$ cat config.mk
export PLATFORM = sky130hd
export DESIGN_NAME = ami_burst_codec
export DESIGN_NICKNAME = d
export VERILOG_FILES = /design/src/rtl/ami_pkg.sv /design/src/rtl/ami_scrambler.sv /design/src/rtl/ami_tx.sv /design/src/rtl/ami_rx.sv /design/src/rtl/ami_burst_codec.sv
export SDC_FILE = /design/constraint.sdc
export NUM_CORES = 1
export LEC_CHECK = 0
export BUFFER_PORTS_ARGS = -buffer_cell sky130_fd_sc_hd__buf_2
export CAP_MARGIN = 0
export CORE_UTILIZATION = 50
export CTS_BUF_LIST = sky130_fd_sc_hd__clkbuf_8
export DETAILED_ROUTE_END_ITERATION = 8
export HOLD_SLACK_MARGIN = 0.05
export PLACE_DENSITY = 0.7
export SLEW_MARGIN = 20
export SYNTH_ARGS = -nofsm -noshare
export SYNTH_HDL_FRONTEND = slang
export SYNTH_SLANG_ARGS = --single-unit
$ cat constraint.sdc
create_clock -name clk_i -period 3.7 [get_ports clk_i]
set_input_delay 0.185 -clock clk_i [delete_from_list [all_inputs] [get_ports clk_i]]
set_output_delay 0.185 -clock clk_i [all_outputs]
set_load 0.05 [all_outputs]
$ cat src/rtl/ami_pkg.sv
package ami_pkg;
  localparam logic [1:0] SYM_ZERO = 2'b00;
  localparam logic [1:0] SYM_POS  = 2'b01;
  localparam logic [1:0] SYM_NEG  = 2'b11;

  function automatic logic sym_is_mark(input logic [1:0] s);
    return (s == SYM_POS) || (s == SYM_NEG);
  endfunction

  function automatic logic [1:0] sym_enc(input logic pos);
    return pos ? SYM_POS : SYM_NEG;
  endfunction
endpackage

$ cat src/rtl/ami_scrambler.sv
module ami_scrambler #(
  parameter int W     = 9,
  parameter int TAP   = 5,
  parameter bit DESCR = 1'b0
) (
  input  logic clk_i,
  input  logic rst_ni,
  input  logic en_i,
  input  logic bit_i,
  output logic bit_o
);
  logic [W-1:0] sr_q;
  logic         hist_bit;

  assign bit_o = bit_i ^ sr_q[TAP-1] ^ sr_q[W-1];

  // history always holds line-side (scrambled) bits
  generate
    if (DESCR) begin : g_descr
      assign hist_bit = bit_i;
    end else begin : g_scr
      assign hist_bit = bit_o;
    end
  endgenerate

  always_ff @(posedge clk_i or negedge rst_ni) begin
    if (!rst_ni)   sr_q <= '1;
    else if (en_i) sr_q <= {sr_q[W-2:0], hist_bit};
  end
endmodule

$ cat src/rtl/ami_tx.sv
module ami_tx
  import ami_pkg::*;
#(
  parameter int PAYLOAD_W = 36,
  parameter int LFSR_W    = 9,
  parameter int LFSR_TAP  = 5
) (
  input  logic                 clk_i,
  input  logic                 rst_ni,
  input  logic                 sym_en_i,
  input  logic                 start_i,
  input  logic [PAYLOAD_W-1:0] payload_i,
  output logic                 busy_o,
  output logic [1:0]           sym_o
);
  localparam int CNT_W = $clog2(PAYLOAD_W + 1);
  localparam logic [CNT_W-1:0] LAST_IDX = CNT_W'(PAYLOAD_W);

  logic [PAYLOAD_W-1:0] data_q;
  logic [CNT_W-1:0]     idx_q;
  logic                 busy_q, last_pos_q;
  logic [1:0]           sym_q;
  logic                 scr_en, scr_bit, line_bit;

  assign scr_en   = sym_en_i && busy_q && (idx_q != '0);
  assign line_bit = (idx_q == '0) ? 1'b1 : scr_bit;

  ami_scrambler #(.W(LFSR_W), .TAP(LFSR_TAP), .DESCR(1'b0)) u_scr (
    .clk_i (clk_i),
    .rst_ni(rst_ni),
    .en_i  (scr_en),
    .bit_i (data_q[PAYLOAD_W-1]),
    .bit_o (scr_bit)
  );

  always_ff @(posedge clk_i or negedge rst_ni) begin
    if (!rst_ni) begin
      data_q     <= '0;
      idx_q      <= '0;
      busy_q     <= 1'b0;
      last_pos_q <= 1'b0;
      sym_q      <= SYM_ZERO;
    end else if (start_i && !busy_q) begin
      data_q <= payload_i;
      idx_q  <= '0;
      busy_q <= 1'b1;
      if (sym_en_i) sym_q <= SYM_ZERO;
    end else if (sym_en_i) begin
      if (!busy_q) begin
        sym_q <= SYM_ZERO;
      end else begin
        if (line_bit) begin
          sym_q      <= sym_enc(!last_pos_q);
          last_pos_q <= !last_pos_q;
        end else begin
          sym_q <= SYM_ZERO;
        end
        if (idx_q != '0) data_q <= {data_q[PAYLOAD_W-2:0], 1'b0};
        idx_q <= idx_q + 1'b1;
        if (idx_q == LAST_IDX) busy_q <= 1'b0;
      end
    end
  end

  assign busy_o = busy_q;
  assign sym_o  = sym_q;

  a_r1_no_bad_code: assert property (@(posedge clk_i) disable iff (!rst_ni)
    sym_q != 2'b10);
  a_r3_start_is_mark: assert property (@(posedge clk_i) disable iff (!rst_ni)
    (sym_en_i && busy_q && idx_q == '0) |=> sym_is_mark(sym_q));
  a_r2_idle_zero: assert property (@(posedge clk_i) disable iff (!rst_ni)
    (sym_en_i && !busy_q && !start_i) |=> sym_q == SYM_ZERO);
  a_r5_start_ignored: assert property (@(posedge clk_i) disable iff (!rst_ni)
    (busy_q && start_i && !sym_en_i) |=> ($stable(idx_q) && $stable(data_q)));
endmodule

$ cat src/rtl/ami_rx.sv
module ami_rx
  import ami_pkg::*;
#(
  parameter int PAYLOAD_W = 36,
  parameter int LFSR_W    = 9,
  parameter int LFSR_TAP  = 5
) (
  input  logic                 clk_i,
  input  logic                 rst_ni,
  input  logic                 sym_en_i,
  input  logic [1:0]           sym_i,
  input  logic                 viol_clr_i,
  output logic                 done_o,
  output logic [PAYLOAD_W-1:0] payload_o,
  output logic                 viol_o
);
  localparam int CNT_W = $clog2(PAYLOAD_W);
  localparam logic [CNT_W-1:0] LAST_IDX = CNT_W'(PAYLOAD_W - 1);

  logic                 act_q, seen_q, last_pos_q, done_q, viol_q;
  logic [CNT_W-1:0]     cnt_q;
  logic [PAYLOAD_W-1:0] word_q, out_q;
  logic                 mark, pos, viol_set, dscr_bit;

  assign mark     = sym_is_mark(sym_i);
  assign pos      = (sym_i == SYM_POS);
  assign viol_set = sym_en_i && mark && seen_q && (pos == last_pos_q);

  ami_scrambler #(.W(LFSR_W), .TAP(LFSR_TAP), .DESCR(1'b1)) u_dscr (
    .clk_i (clk_i),
    .rst_ni(rst_ni),
    .en_i  (sym_en_i && act_q),
    .bit_i (mark),
    .bit_o (dscr_bit)
  );

  always_ff @(posedge clk_i or negedge rst_ni) begin
    if (!rst_ni) begin
      act_q      <= 1'b0;
      seen_q     <= 1'b0;
      last_pos_q <= 1'b0;
      cnt_q      <= '0;
      word_q     <= '0;
      out_q      <= '0;
      done_q     <= 1'b0;
    end else begin
      done_q <= 1'b0;
      if (sym_en_i) begin
        if (mark) begin
          last_pos_q <= pos;
          seen_q     <= 1'b1;
        end
        if (!act_q) begin
          if (mark) begin
            act_q <= 1'b1;
            cnt_q <= '0;
          end
        end else begin
          word_q <= {word_q[PAYLOAD_W-2:0], dscr_bit};
          cnt_q  <= cnt_q + 1'b1;
          if (cnt_q == LAST_IDX) begin
            act_q  <= 1'b0;
            done_q <= 1'b1;
            out_q  <= {word_q[PAYLOAD_W-2:0], dscr_bit};
          end
        end
      end
    end
  end

  // set has priority over clear
  always_ff @(posedge clk_i or negedge rst_ni) begin
    if (!rst_ni)         viol_q <= 1'b0;
    else if (viol_set)   viol_q <= 1'b1;
    else if (viol_clr_i) viol_q <= 1'b0;
  end

  assign done_o    = done_q;
  assign payload_o = out_q;
  assign viol_o    = viol_q;

  a_r6_done_one_cycle: assert property (@(posedge clk_i) disable iff (!rst_ni)
    done_q |=> !done_q);
  a_r7_sticky: assert property (@(posedge clk_i) disable iff (!rst_ni)
    (viol_q && !viol_clr_i) |=> viol_q);
  a_r8_set_wins: assert property (@(posedge clk_i) disable iff (!rst_ni)
    viol_set |=> viol_q);
  a_r8_clear: assert property (@(posedge clk_i) disable iff (!rst_ni)
    (viol_clr_i && !viol_set) |=> !viol_q);
endmodule

$ cat src/rtl/ami_burst_codec.sv
module ami_burst_codec #(
  parameter int PAYLOAD_W = 36,
  parameter int LFSR_W    = 9,
  parameter int LFSR_TAP  = 5
) (
  input  logic                 clk_i,
  input  logic                 rst_ni,
  input  logic                 sym_en_i,
  input  logic                 tx_start_i,
  input  logic [PAYLOAD_W-1:0] tx_payload_i,
  output logic                 tx_busy_o,
  output logic [1:0]           tx_sym_o,
  input  logic [1:0]           rx_sym_i,
  output logic                 rx_done_o,
  output logic [PAYLOAD_W-1:0] rx_payload_o,
  input  logic                 viol_clr_i,
  output logic                 viol_o
);
  ami_tx #(.PAYLOAD_W(PAYLOAD_W), .LFSR_W(LFSR_W), .LFSR_TAP(LFSR_TAP)) u_tx (
    .clk_i    (clk_i),
    .rst_ni   (rst_ni),
    .sym_en_i (sym_en_i),
    .start_i  (tx_start_i),
    .payload_i(tx_payload_i),
    .busy_o   (tx_busy_o),
    .sym_o    (tx_sym_o)
  );

  ami_rx #(.PAYLOAD_W(PAYLOAD_W), .LFSR_W(LFSR_W), .LFSR_TAP(LFSR_TAP)) u_rx (
    .clk_i     (clk_i),
    .rst_ni    (rst_ni),
    .sym_en_i  (sym_en_i),
    .sym_i     (rx_sym_i),
    .viol_clr_i(viol_clr_i),
    .done_o    (rx_done_o),
    .payload_o (rx_payload_o),
    .viol_o    (viol_o)
  );
endmodule

Word level (Yosys, flattened, before mapping):

Cells that the tools add are included.

* flip-flop bits (word level): 146
* logic and storage cells: 79
* input port bits: 43
* output and inout bits: 41

* add/subtract/negate cells: 2
* mux-type cells: 28
* bitwise operators: 5
* eq/ne operators: 5
* reduce and logical (&&, ||, !) cells: 24

Operators with widths (count)
* 2-to-1 mux 36 bit: 4
* 2-to-1 mux 6 bit: 5
* 2-to-1 mux 1 bit: 13
* adder 6 x 1 -> 6 bit (second input constant): 2
* equality test 6 bit (second input constant): 2
* 2-to-1 mux 2 bit: 6
* nonzero test 2 bit: 5
* AND reduction 2 bit: 4
* logical AND 1 bit: 7
* logical NOT 6 bit: 1
* AND reduction 3 bit: 2
* nonzero test 6 bit: 1
* AND reduction 4 bit: 1
* bitwise XOR 1 bit: 4
* equality test 2 x 1 -> 1 bit (second input constant): 1
* equality test 2 bit (second input constant): 1
* logical NOT 1 bit: 2
* equality test 1 bit: 1
* logical OR 1 bit: 1
* NOT 1 bit: 1

Logic depth before layout (Yosys ltp):

Gate-level depths: netlist of the first run.

* word-level depth: 7
* gate-level depth with buffers: 7

Modules after synthesis:

A second synthesis of the first run with hierarchy kept.

* cells, all modules: 548
* area total of the unflattened synthesis: 6726.5 um^2

Modules (own cells, without submodules)
* ami_rx: area each 3194.3 um^2, sequential area each 2052.0 um^2, instances 1, cells an instance 202
* ami_tx: area each 2753.9 um^2, sequential area each 1151.1 um^2, instances 1, cells an instance 306
* ami_scrambler at u_rx.u_dscr: area each 406.6 um^2, sequential area each 236.5 um^2, instances 1, cells an instance 20
* ami_scrambler at u_tx.u_scr: area each 371.6 um^2, sequential area each 236.5 um^2, instances 1, cells an instance 20

Worst setup path before layout of the first run:

OpenSTA, ideal clock, no wires.

* path type: reg2reg
* from: reg u_tx.busy_q (netlist: u_tx.busy_o)
* to: reg u_tx.u_scr.sr_q[0]
* cell stages (with the launch flop): 5
* slack: 1.926 ns
* arrival: 1.692 ns
* library setup time: 0.082 ns
* cell sequence: dfrtp_1 buf_4 nand2_2 a21oi_2 mux2_2

* word-level cells in the longest chain between the ends: 2

RTL lines
* start: declaration: RTL line ami_tx.sv:21 `logic busy_q, last_pos_q;`
* start signal: assignment: RTL line ami_tx.sv:40 `busy_q <= 1'b0;`
* start signal: assignment: RTL line ami_tx.sv:46 `busy_q <= 1'b1;`
* start signal: assignment: RTL line ami_tx.sv:60 `if (idx_q == LAST_IDX) busy_q <= 1'b0;`
* logical AND 1 bit (2 in a row): RTL line ami_tx.sv:25 `assign scr_en = sym_en_i && busy_q && (idx_q != '0);`
* end signal: assignment: RTL line ami_scrambler.sv:28 `else if (en_i) sr_q <= {sr_q[W-2:0], hist_bit};`
* end: declaration: RTL line ami_scrambler.sv:12 `logic [W-1:0] sr_q;`

No other way between the ends.
A chain may end at the register's enable or synchronous reset.

Worst setup path in the final report of the first run:

* from: reg u_tx.busy_q (netlist: u_tx.busy_o)
* to: reg u_tx.idx_q[2]

* word-level cells in the longest chain between the ends: 4
* elaborated cells between the ends (all ways): 6

RTL lines
* logical NOT 1 bit: RTL line ami_tx.sv:43 `end else if (start_i && !busy_q) begin`
* logical AND 1 bit: RTL line ami_tx.sv:43
* nonzero test 2 bit (no line)
* AND reduction 2 bit (no line)
* end signal: assignment: RTL line ami_tx.sv:59 `idx_q <= idx_q + 1'b1;`
* end: declaration: RTL line ami_tx.sv:20 `logic [CNT_W-1:0] idx_q;`

Parallel ways exist; a longest one is shown, timed or not.

==> results of run 1 <==
==> final timing paths <==
check,end,depth (start not counted)
min reg2reg,u_rx.seen_q,1
min,u_rx.act_q,3
min in group asynchronous,u_rx.payload_o[16],2
max reg2reg,u_tx.idx_q[2],5
max,u_tx.idx_q[2],5
max in group asynchronous,u_tx.u_scr.sr_q[4],3
==> state kept, by name (all words and copies together), names as in the netlist, 2 cells and up <==
signal            flops
u_rx.cnt_q            6
u_rx.payload_o       36
u_rx.u_dscr.sr_q      9
u_rx.word_q          35
u_tx.data_q          36
u_tx.idx_q            6
u_tx.sym_o            2
u_tx.u_scr.sr_q       9
==> cell type report <==
class	count	area share
Tap cell	176	0.02738
Sequential cell	146	0.4571
Inverter	9	0.004200
Timing Repair Buffer	130	0.1100
Clock buffer	19	0.03251
Clock inverter	13	0.02022
Multi-Input combinational cell	345	0.3486
==> layer usage <==
metal,vias to the layer above,global-route usage,part of all wire
li1,2239,-,-
met1,2362,0.2770,0.46
met2,142,0.3313,0.49
met3,14,0.04021,0.039
met4,0,0.06811,0.011
met5,-,0,0
==> placed cells by master, fill, tap and decap left out, drive strengths merged, types with 6 or more instances in the layout <==
master and instances:
nand3 6, nand2 15, o21ai 8, dfrtp 128, mux2 90, buf 91, nor2 37, inv 11
o211ai 35, dlygate4sd3 39, a31oi 72, dfstp 18, clkbuf 19, a21boi 35
==> metrics by stage <==
stage | worst slack, ns | cell area [um2] | cells | utilization | hold WS [ns]
after floorplan | 1.926 | 6725 | 546 | - | -0.1106
after global placement | 1.321 | 7228 | 767 | 0.5480 | 0.3445
after detailed placement | 1.233 | 7228 | 767 | 0.5480 | 0.3493
after CTS | 1.398 | 8043 | 838 | 0.6098 | 0.06626
after global routing | 1.161 | 8043 | 838 | 0.6098 | 0.08285
final | 1.365 | 8043 | 838 | 0.6098 | 0.09243
==> worst max-delay path, stage by stage, from the launching register on <==
cell and delay, ns:
dfrtp_1 0.80, buf_4 0.35, nand2b_2 0.15, buf_4 0.58, nand2_1 0.17, a31oi_1 0.19
==> power groups by stage <==
| stage | registers, mW | clock network [mW] | logic [mW] |
|---|---|---|---|
| 2_1_floorplan | 2.67 | 0 | 1.25 |
| 3_3_place_gp | 2.61 | 0 | 1.65 |
| 3_5_place_dp | 2.64 | 0 | 1.72 |
| 4_1_cts | 2.61 | 1.33 | 1.76 |
| 5_1_grt | 2.70 | 1.40 | 1.92 |
| 6_report | 2.61 | 1.30 | 1.76 |
==> repair_timing <==
item | CTS | global route
endpoints found under the hold margin | 130 | 0
setup endpoints to repair | 0 | 0
hold buffers | 39 | 0
==> cell families (layout without fill, tap and decap cells) <==
group                      after synthesis  count (layout)  share of synthesized area
AOI/OAI and AO/OA                      166             166                     0.1697
xor gates and xnor gates                 5               5                   0.008743
adders and majority gates                3               3                   0.005582
buffers and inverters                   55             171                    0.03832
DFF                                    146             146                     0.5466
muxes                                   93              93                     0.1719
and+or+nand+nor                         78              78                    0.05916
==> results.yml, run 1 <==
worst_setup_path:
  crit_type: "reg -> reg"
  startpoint: "u_tx.busy_o"
  reg2reg_slack_ns: 1.37
  cp.required_ns: 4.05
  cp.arrival_ns: 2.68
  cp-end-kind: "flip-flop"
  cp-start-kind: "flip-flop"
  path_max_fanout: 76
  rr_startpoint: "u_tx.busy_o"
min_path:
  min-delay-start: "rx_sym_i[0]"
  holdCritPathClass: "in -> reg"
finish:
  seqCellArea_mm2: 0.003676
  diodes: 0
  multi_input_area_mm2: 0.002804
  area_growth_pct: 19.59
  layout-drive-gt1-share: 0.3625
  fillers: 1061
  nets: 695
grt:
  overflow: 0
  grt_pass1_vias: 4817
  grt_pass1_wl_um: 23170
  antenna_found_initial: 0
  grt_max_degree: 103
  grt.total_usage: 0.2049
timing:
  finalCritPeriodShare: 0.6310
  slew_headroom: 0.3844
  worst_pin_slew_ns: 0.9233
  drv_slew: 0
  finalSetupViolations: 0
  fmax_mhz: 428.3
  hold_viol_final: 0
  rsz0062_at_grt: "no"
  setup_tns_ns: 0
  skew_ns: 0.008791
  min_period_ns: 2.335
placed_design:
  place_congestion: 0.7677
  port_buffers: 83
  dp_hpwl_um: 7705
pwr:
  ir_drop_mv: 0.3230
  swShare: 0.3455
  p_leak_nw: 3.728
  p_per_area_mw_per_mm2: 704.7
  p_seq_frac: 0.461
  total_power_mw: 5.668
  combPwrFrac: 0.310
  p_switching_mw: 1.958
  p_int_mw: 3.710
  clockPowerShare: 0.229
routing:
  wirelength_um: 13450
  viasPerCell: 5.677
  antenna_left: 0
  num_vias: 4757
  drtPass1Iterations: 4
  wl_per_cell_um: 16.05
  drt_iter0_drc: 424
  drc_errors: 0
synthesis:
  synthFlopType: "dfrtp_1"
  synth_edf_count: 0
  synthTopCellsByArea: "dfrtp_1 (48%), mux2_2 (10%), dfstp_2 (7.0%), a31oi_1 (6.7%), mux2_4 (6.7%)"
  yosysWarnings: 0
  synth_top_area_cell: "dfrtp_1"
  syn_area_mm2: 0.006725
  syn-num-nets: 592
  synth_async_sr_flop_share: 1.000
  ys_ff_latch: 146
  syn_inst: 546
  synth_top_area_frac: 0.4763
  synth.most_common_cell: "dfrtp_1"
  synthTopCellsByCount: "dfrtp_1 (128), a31oi_1 (72), mux2_2 (60)"
  synth_cell_type_count: 44
  syn_avg_cell_area_um2: 12.32
  yosysSeqAreaShare: 0.5466
cts:
  cts-root-buf: "clkbuf_8"
  path_clk_slew_ns: 0.08
  cts_made_buffers: 17
  clk_path_buf_depth: 2
  htree_levels: 4
  clkSinkCount: 146
  cts_tree: "built"
  cts_resized: 0
  clk_latency_ns: 0.43
  postCtsSetupRepairBufs: 0
run:
  cap_violations: 0
floorplan:
  die_w_um: 118.0
  rows: 42
  die_h_um: 118.0
  core_region_area_mm2: 0.01319
  start_util: 0.5099
  boundaryPins: 84
  die_area_mm2: 0.01392
status:
  status: "completed"
Power figures use the tool's default switching activity.
==> run 2, diff against run 1 <==
==> constraint.sdc (replaced) <==
create_clock -name clk_i -period 2.19 [get_ports clk_i]
set_input_delay 0.1095 -clock clk_i [delete_from_list [all_inputs] [get_ports clk_i]]
set_output_delay 0.1095 -clock clk_i [all_outputs]
set_load 0.05 [all_outputs]
==> results.yml, run 2 (synthesis gave the netlist of run 1 again) <==
finish:
  layout-drive-gt1-share: 0.3713
  area_growth_pct: 21.02
  layout_commonest_cell: "dfrtp_1"
  diodes: 0
  final_cell_mix: "dfrtp_1 (128), buf_2 (82), a31oi_1 (72), mux2_2 (60), dlygate4sd3_1 (42)"
  final_cells: 852
  nets: 709
routing:
  num_vias: 4825
  viasPerCell: 5.663
  drc_errors: 0
  drtPass1Iterations: 4
  wirelength_um: 13780
  antenna_left: 0
  drt_iter0_drc: 302
  wl_per_cell_um: 16.17
timing:
  min_period_ns: 1.868
  hold_viol_final: 0
  slew_headroom: 0.4981
  finalCritPeriodShare: 0.8530
  setup_tns_ns: 0
  worst_pin_slew_ns: 0.7528
  drv_slew: 0
  rsz0062_at_grt: "no"
  finalSetupViolations: 0
  skew_ns: 0.01314
  fmax_mhz: 535.3
cts:
  clk_path_buf_depth: 2
  cts_resized: 0
  cts_made_buffers: 17
  path_clk_slew_ns: 0.08
  cts-root-buf: "clkbuf_8"
  htree_levels: 4
  clkSinkCount: 146
  cts_tree: "built"
  clk_latency_ns: 0.44
worst_setup_path:
  cp.required_ns: 2.51
  crit_type: "reg -> reg"
  cp-start-kind: "flip-flop"
  cp-end-kind: "flip-flop"
  cp.arrival_ns: 2.18
  path_max_fanout: 19
floorplan:
  die_h_um: 118.0
  die_area_mm2: 0.01392
  core_region_area_mm2: 0.01319
  start_util: 0.5099
  die_w_um: 118.0
  rows: 42
  boundaryPins: 84
placed_design:
  dp_hpwl_um: 8333
  dp.cells: 778
  port_buffers: 83
  place_congestion: 0.7902
grt:
  overflow: 0
  grt_pass1_vias: 4775
  grt_pass1_wl_um: 23590
  antenna_found_initial: 0
  grt.total_usage: 0.2115
  grt_max_degree: 74
pwr:
  p_leak_nw: 3.794
  ir_drop_mv: 0.4920
  total_power_mw: 9.505
  p_per_area_mw_per_mm2: 1168
status:
  status: "completed"
run:
  cap_violations: 0
min_path:
  holdCritPathClass: "in -> reg"
run 2: path summary, 6_finish.rpt:
kind                                      endpoint  cells after the start  slack [ns]          startpoint
worst max-delay path               u_tx.last_pos_q                      6        0.32       u_tx.idx_q[0]
worst min-delay path                u_tx.data_q[0]                      4         0.1          tx_start_i
worst max register to register     u_tx.last_pos_q                      6        0.32       u_tx.idx_q[0]
worst min register to register  u_rx.payload_o[31]                      1        0.51  u_rx.payload_o[31]
max in group asynchronous           u_rx.word_q[5]                      3        1.23              rst_ni
min in group asynchronous       u_rx.payload_o[16]                      2        0.24              rst_ni
run 2: worst max-delay path, stage by stage, from the launching register on:
cell and delay (ns):
dfrtp_1 0.45, inv_1 0.09, ha_1 0.16, nor3b_4 0.22, buf_4 0.28, a31oi_1 0.12, a2111o_1 0.42
run 2: per-stage QoR:
step	setup WS [ns]	area, um2	hold slack [ns]	util
2_1_floorplan	0.4156	6725	-0.1861	-
3_3_place_gp	0.4044	7323	0.1748	0.5552
3_5_place_dp	0.3419	7323	0.1764	0.5552
4_1_cts	0.3253	8139	0.06112	0.6171
5_1_grt	0.2330	8139	0.1051	0.6171
6_report	0.3219	8139	0.09574	0.6171
run 2: layout make-up:
type,count,area (um2)
multi-input combinational,345,2804
timing repair buffer,144,1010
clock inverter,9,78.83
clock buffer,23,316.6
tap,176,220.2
fill,1051,5051
sequential,146,3676
inverter,9,33.78
run 2: report_power, final:
group / internal [mW] / switching [mW] / leakage (nW)
clock: 1.07 / 0.989 / 0.203
combinational: 1.42 / 1.60 / 1.79
sequential: 3.71 / 0.720 / 1.81
total: 6.20 / 3.30 / 3.79
run 2: layer usage:
metal,track usage,part of all wire,up-vias
met4,0.08654,0.015,0
li1,-,-,2254
met5,0,0,-
met3,0.05039,0.044,16
met2,0.3357,0.50,157
met1,0.2788,0.44,2398
run 2: repair_timing:
item                                   4_1_cts  5_1_grt
setup buffers                                0        0
hold buffers                                42        0
endpoints found under the hold margin      102        0
